File: src/rtl/vmulshift_accel.sv
module vmulshift_accel #(
  parameter int AW  = 32,
  parameter int DW  = 16,
  parameter int LW  = 32,
  parameter int CAW = 3,
  localparam int PW   = 2 * DW,
  localparam int SW   = $clog2(PW),
  localparam int STEP = DW / 8
) (
  input  logic           clk,
  input  logic           rst_n,
  input  logic           csr_wr,
  input  logic [CAW-1:0] csr_addr,
  input  logic [31:0]    csr_wdata,
  output logic [31:0]    csr_rdata,
  output logic           rd_req,
  output logic [AW-1:0]  rd_addr,
  input  logic           rd_wait,
  input  logic           rd_dvalid,
  input  logic [DW-1:0]  rd_data,
  output logic           wr_req,
  output logic [AW-1:0]  wr_addr,
  output logic [DW-1:0]  wr_data,
  input  logic           wr_wait
);

  typedef enum logic [2:0] {S_IDLE, S_RDV, S_WTV, S_RDC, S_WTC, S_WR} st_t;

  st_t            st;
  logic [AW-1:0]  cfg_a, cfg_b, cfg_o;
  logic [SW-1:0]  cfg_sh;
  logic [LW-1:0]  cfg_len;
  logic [AW-1:0]  aptr, bptr, optr;
  logic [SW-1:0]  sh_q;
  logic [LW-1:0]  left;
  logic [DW-1:0]  a_q, b_q;
  logic           done_q;
  logic           busy;
  logic           start;
  logic signed [PW-1:0] prod, shd;

  assign busy  = (st != S_IDLE);
  assign start = csr_wr && (csr_addr == CAW'(0)) && csr_wdata[0];

  assign prod = $signed(a_q) * $signed(b_q);
  assign shd  = prod >>> sh_q;

  assign rd_req  = (st == S_RDV) || (st == S_RDC);
  assign rd_addr = (st == S_RDC) ? bptr : aptr;
  assign wr_req  = (st == S_WR);
  assign wr_addr = optr;
  assign wr_data = shd[DW-1:0];

  always_comb begin
    case (csr_addr)
      CAW'(0): csr_rdata = {30'd0, done_q, busy};
      CAW'(1): csr_rdata = 32'(cfg_a);
      CAW'(2): csr_rdata = 32'(cfg_b);
      CAW'(3): csr_rdata = 32'(cfg_o);
      CAW'(4): csr_rdata = 32'(cfg_sh);
      CAW'(5): csr_rdata = 32'(cfg_len);
      default: csr_rdata = 32'd0;
    endcase
  end

  always_ff @(posedge clk) begin
    if (!rst_n) begin
      st      <= S_IDLE;
      cfg_a   <= '0;
      cfg_b   <= '0;
      cfg_o   <= '0;
      cfg_sh  <= '0;
      cfg_len <= '0;
      aptr    <= '0;
      bptr    <= '0;
      optr    <= '0;
      sh_q    <= '0;
      left    <= '0;
      a_q     <= '0;
      b_q     <= '0;
      done_q  <= 1'b0;
    end else begin
      if (csr_wr) begin
        case (csr_addr)
          CAW'(1): cfg_a   <= csr_wdata[AW-1:0];
          CAW'(2): cfg_b   <= csr_wdata[AW-1:0];
          CAW'(3): cfg_o   <= csr_wdata[AW-1:0];
          CAW'(4): cfg_sh  <= csr_wdata[SW-1:0];
          CAW'(5): cfg_len <= csr_wdata[LW-1:0];
          default: ;
        endcase
      end
      case (st)
        S_IDLE: if (start) begin
          if ($signed(cfg_len) <= 0) begin
            done_q <= 1'b1;
          end else begin
            done_q <= 1'b0;
            aptr   <= cfg_a;
            bptr   <= cfg_b;
            optr   <= cfg_o;
            sh_q   <= cfg_sh;
            left   <= cfg_len;
            st     <= S_RDV;
          end
        end
        S_RDV: if (!rd_wait) st <= S_WTV;
        S_WTV: if (rd_dvalid) begin
          a_q <= rd_data;
          st  <= S_RDC;
        end
        S_RDC: if (!rd_wait) st <= S_WTC;
        S_WTC: if (rd_dvalid) begin
          b_q <= rd_data;
          st  <= S_WR;
        end
        S_WR: if (!wr_wait) begin
          aptr <= aptr + AW'(STEP);
          bptr <= bptr + AW'(STEP);
          optr <= optr + AW'(STEP);
          left <= left - LW'(1);
          if (left == LW'(1)) begin
            st     <= S_IDLE;
            done_q <= 1'b1;
          end else begin
            st <= S_RDV;
          end
        end
        default: st <= S_IDLE;
      endcase
    end
  end

endmodule


File: config.mk
export PLATFORM = sky130hd
export DESIGN_NAME = vmulshift_accel
export DESIGN_NICKNAME = d
export VERILOG_FILES = /design/src/rtl/vmulshift_accel.sv
export SDC_FILE = /design/constraint.sdc
export NUM_CORES = 2
export LEC_CHECK = 0
export BUFFER_PORTS_ARGS = -buffer_cell sky130_fd_sc_hd__buf_4
export CAP_MARGIN = 20
export CORE_MARGIN = 10
export CORE_UTILIZATION = 50
export CTS_CLUSTER_SIZE = 16
export DETAILED_ROUTE_END_ITERATION = 8
export GPL_TIMING_DRIVEN = 0
export PLACE_DENSITY = 0.66
export SYNTH_ARGS = -nofsm -noshare
export SYNTH_HDL_FRONTEND = slang
export SYNTH_SLANG_ARGS = --single-unit
export TNS_END_PERCENT = 10
File: constraint.sdc
create_clock -name clk -period 13.1 [get_ports clk]
set_clock_uncertainty 0.1 [all_clocks]
set_input_delay 1.965 -clock clk [delete_from_list [all_inputs] [get_ports clk]]
set_output_delay 1.965 -clock clk [all_outputs]
set_load 0.05 [all_outputs]
### Word level (Yosys, flattened, before mapping)

Cells that the tools add are included.

| operators by class | value |
|---|---|
| shift-type cells | 1 |
| equality and inequality tests | 19 |
| add/sub/neg operators | 4 |
| bitwise operators | 1 |
| multiplexer cells | 32 |
| multipliers | 1 |
| $lt $le $gt $ge | 1 |
| reductions and logical operators | 18 |

Operators with widths:

| operator | count |
|---|---|
| $mux W32 | 13 |
| $pmux W32 S2 | 4 |
| $pmux W32 S6 | 1 |
| $add A32 B2 Y32 const B | 3 |
| $eq A32 B1 Y1 const B | 1 |
| $le A32 B1 Y1 const B | 1 |
| $mul A16 B16 Y32 | 1 |
| $sshr A32 B5 Y16 | 1 |
| $sub A32 B1 Y32 const B | 1 |
| $mux W3 | 7 |
| $pmux W3 S6 | 1 |
| $ne A2 B2 Y1 const B | 7 |
| $reduce_and A2 Y1 | 7 |
| $eq A3 B2 Y1 const B | 4 |
| $eq A3 B3 Y1 const B | 4 |
| $reduce_and A4 Y1 | 2 |
| $reduce_and A7 Y1 | 1 |
| $eq A3 B1 Y1 const B | 2 |
| $logic_not A3 Y1 | 2 |
| $mux W1 | 5 |
| $reduce_and A3 Y1 | 1 |
| $reduce_bool A3 Y1 | 1 |
| $logic_and A1 B1 Y1 | 2 |
| $ne A2 B1 Y1 const B | 1 |
| other kinds (4) | 4 |

| word-level totals | value |
|---|---|
| bits in registers | 302 |
| output and inout port bits | 114 |
| bits of input ports | 57 |

### Depth between registers and ports, before layout

| logic depth | value |
|---|---|
| depth after elaboration | 5 |
| depth in mapped cells | 26 |

### Least setup slack after synthesis

No wires, ideal clock.

| timing path | value |
|---|---|
| kind | register -> output |
| start | register a_q[15] |
| end | output port wr_data[15] |
| path slack | 3.352 ns |
| arrival time | 7.683 ns |
| buffers on the path | 2 |
| data required time | 11.035 ns |
| stages on the path, launching flop included | 25 |
| cell sequence | dfxtp_1 -> clkbuf_1 -> nand2_1 -> inv_1 -> fa_1 -> inv_1 -> fa_1 -> inv_1 -> fa_1 -> inv_1 -> fa_1 -> fa_1 -> fa_1 -> inv_1 -> ha_1 -> clkbuf_1 -> a21oi_1 -> o21ai_0 -> o21a_1 -> and3_1 -> a211oi_1 -> or2_2 -> o221ai_1 -> a31o_2 -> o32ai_1 |

| between the ends | value |
|---|---|
| cells in the longest elaborated chain, start to end | 2 |

RTL lines:

| element | line | RTL |
|---|---|---|
| start: declaration | 36 | `logic [DW-1:0] a_q, b_q;` |
| start signal: assignment | 109 | `a_q <= rd_data;` |
| $mul A16 B16 Y32 | 45 | `assign prod = $signed(a_q) * $signed(b_q);` |
| $sshr A32 B5 Y16 | 46 | `assign shd = prod >>> sh_q;` |
| end: declaration | 23 | `output logic [DW-1:0] wr_data,` |

No other way between the ends.

### Final worst setup path

| timing path | value |
|---|---|
| start | register a_q[15] |
| end | output port wr_data[3] |

The elaborated chain is that of the path after synthesis.

==> results.md <==
- The flow ran to the end, and the final reports show no timing, DRC or antenna violations.
- The launching instance or port of the critical path is a_q[15].
- The first global-routing pass estimated 174 mm of wire.
- The instance area at placement is 0.0297 mm².
- Final hold analysis gives a worst-case slack of 0.369 ns.
- STA puts the critical path data required time at 11.03 ns.
- The post-synthesis cell count is 3504.
- The number of remaining DRC errors is 0.
- Setup repair after global routing left no endpoint under its margin.
- The flop and latch count out of synthesis is 302.
- The effective utilization at floorplan is 0.503.
- Row generation in the floorplan step produced 86 rows.
- The source of the worst register-to-register timing path is st[1].
- For this run, the leading register cell type out of synthesis is dfxtp_1.
- In this run the most critical hold path is launched from left[16].
- The number of nets still failing antenna checks after routing is 0.
- The post-synth net total is 3910.
- The sequential cell area fraction in the yosys report is 0.219.
- The number of hold violations in the final report is 0.
- The CTS sink count is 302.
- For this block, the via count after detailed routing is 27700.
- Across all setup checks in the final design, the least slack found is 1.70 ns.
- The shortest clock period the worst path allows after layout is 11.40 ns.
- The clock transition at the register clock pins on the worst setup and hold paths after CTS is 0.06 ns.
- The count of hold-fix buffers inserted at cts is 0.
- In this run the power density over the cells is 93.5 mW/mm².
- At the placement stage, the worst setup path has a slack of 2.40 ns.
- The maximum fanout along the worst path is 10.
- The kind of end point of the critical path is an output pin.
- The critical path class is reg -> out.
- The worst-skew pair later-pin latency is 0.59 ns.
- The arrival time of data at the critical path endpoint is 9.34 ns.
- The HPWL after detailed placement is 90.2 mm.
- The area of the mapped netlist is 0.0276 mm².
- The number of buffers on the longest clock path is 3.
- The number of enable-type register cells in the synthesized netlist is 0.
- After clock tree synthesis, the setup repair step added 0 buffers.
- Dividing the detail-routed wire length by the instance count gives 26.4 µm.
- For the pin with the worst max-slew slack, the measured transition is 1.44 ns.
- The routed via count divided by cell count is 6.24.
- The static leakage power is 11.3 nW.
- The count of antenna diodes in the layout is 0.
- At the end of the flow the core is filled with cells to 0.564.
- The number of iterations in the first detailed-routing pass is 8.
- TritonCTS built the clock tree.
- The worst setup path is launched from a flop.
- The number of DRC markers in iteration 0 is 3179.
- The number of slew-limit violations in the final report is 0.
- The floorplan core area is 0.0549 mm².
- The overall power is 2.89 mW.
- The share of the cycle needed by the critical path after routing is 0.870.
- The number of antenna violations at the first check in global routing is 3.
- The maximum number of pins on one net before global-route repair is 14.
- The root buffer selected by CTS is clkbuf_16.
- Setup violations remaining at the end of the flow were counted as 0.
- The floorplan step defined a die boundary enclosing 0.0650 mm².
- The distinct cell type count after synthesis is 83.
- The number of global-route vias before repair is 27700.
- From left edge to right edge, the die measures 255 µm.
- The total overflow left after global routing is 0.
- The final layout contains routed wiring with a total length of 117 mm.
- The post-route cell area is 0.0309 mm².
- Once layout is complete, the cells apart from fillers number 4445.
- The headroom to the max-slew limit is 0.0426.
- The number of I/O port buffers is 166.
- TritonCTS created 38 clock buffers.
- The synthesized area divided by synthesized cell count is 7.88 µm².
- The proportion of synthesized flip-flops having asynchronous set or reset is 0.
- The number of H-tree branching levels is 2.
- In the final timing run, aggregate negative setup slack is 0 ns.
- The post-cts sizing count is 0.
- During I/O placement, the number of pins put on the boundary was 171.
- The total instance count after detailed placement is 4376.
- The global-route usage over all layers is 0.359.
- The share of layout cells above drive strength 1 is 0.0887.
- Yosys printed 0 warnings.
- The number of maximum-capacitance violations is 0.
- VDD sags by at most 0.0000915 V.
- The floorplan step set the die height to 255 µm.
- The net count reported at finish is 4118.
- Based on the critical path, the design can be clocked at up to 0.0877 GHz.
- The final RePlAce weighted congestion is 1.03.
- The class of the tightest hold or removal check is reg -> reg.
- The growth of design area from synthesis to finish is 12.1%.
-- report_power, final --
| part | switching, mW | total [mW] | internal, mW |
|---|---|---|---|
| clock network | 0.465 | 1.05 | 0.589 |
| registers | 0.0788 | 1.06 | 0.979 |
| logic | 0.577 | 0.783 | 0.206 |
| total | 1.12 | 2.89 | 1.77 |
-- cells in the mapped netlist (34+ instances only) --
cell type  count  share of area
a21boi_0     173          0.047
a21oi_1      171          0.031
a22oi_1       86          0.023
a31oi_1       41         0.0093
and2_1       131          0.030
and3_1        35         0.0079
clkbuf_1     235          0.032
dfxtp_1      302           0.22
fa_1         262           0.19
ha_1          87          0.039
inv_1        250          0.034
mux2_2        34          0.014
mux2i_1       41          0.015
nand2_1      684          0.093
nand3_1       55          0.010
nor2_1       208          0.028
nor2b_1       34         0.0077
nor3_1        52         0.0094
o21ai_0      190          0.034
-- worst max-delay path, stage by stage, from the launching register on --
cell and delay (ns):
dfxtp_1 0.56, clkbuf_1 0.51, nand2_1 0.18, inv_1 0.15, fa_1 0.43, inv_1 0.28, fa_1 0.54, inv_1 0.37
fa_1 0.46, inv_1 0.08, fa_1 0.46, fa_1 0.53, fa_1 0.61, inv_1 0.06, ha_1 0.27, clkbuf_1 0.36
nand2_1 0.08, o21ai_0 0.64, a31oi_1 0.17, a211oi_1 0.65, nor2_1 0.18, o21ai_0 0.44, o211ai_1 0.13, a211oi_1 0.32
buf_4 0.26
-- state kept, by name, summed over array words and instances, names as in the netlist --
register / cells
aptr: 32
cfg_sh: 5
wr_addr: 32
cfg_a: 32
cfg_len: 32
left: 32
cfg_o: 32
b_q: 16
cfg_b: 32
a_q: 16
done_q: 1
sh_q: 5
bptr: 32
st: 3
-- cell type report --
class / count / area, µm²
fill: 5342 / 23900
multi-input combinational: 2689 / 19600
sequential: 302 / 6050
timing repair buffer: 168 / 1260
clock buffer: 51 / 1050
buffer: 261 / 1000
inverter: 252 / 946
tap: 704 / 881
clock inverter: 18 / 150
-- cells by family after synthesis --
| group | synth area share |
|---|---|
| AO/OA/AOI/OAI | 0.223 |
| buffers and inverters | 0.0706 |
| flip-flops | 0.219 |
| adder cells (fa/ha/maj) | 0.229 |
| AND/OR/NAND/NOR | 0.216 |
| multiplexers | 0.0320 |
| XOR/XNOR | 0.00952 |
-- placed cells by master, fill, tap and decap left out, types with 31 or more instances in the layout --
cell type,netlist,routed
mux2i_1,41,41
nor2b_1,34,34
nand3_1,55,55
nand4_1,31,31
a31oi_1,41,41
and2_1,131,131
nand2_1,684,684
a21boi_0,173,173
and3_1,35,35
o21ai_0,190,190
inv_1,250,250
nor2_1,208,208
dfxtp_1,302,302
clkbuf_1,235,243
a21oi_1,171,171
mux2_2,34,34
buf_4,1,167
nor3_1,52,52
clkbuf_16,0,38
fa_1,262,262
a22oi_1,86,86
ha_1,87,87
-- worst paths after layout --
| check | slack (ns) | cells past startpoint | to |
|---|---|---|---|
| max | 1.70 | 24 | wr_data[3] |
| min | 0.37 | 2 | left[16] |
| max reg2reg | 8.36 | 11 | left[13] |
| min reg2reg | 0.37 | 2 | left[16] |
-- routing by layer --
layer | global-route usage | vias to the layer above | share of wire
met5 | 0 | - | 0.00038
met3 | 0.0637 | 421 | 0.086
met1 | 0.417 | 13400 | 0.37
met2 | 0.598 | 1563 | 0.47
li1 | - | 12400 | -
met4 | 0.245 | 4 | 0.075
No activity file was read; power rests on OpenSTA's default activity.
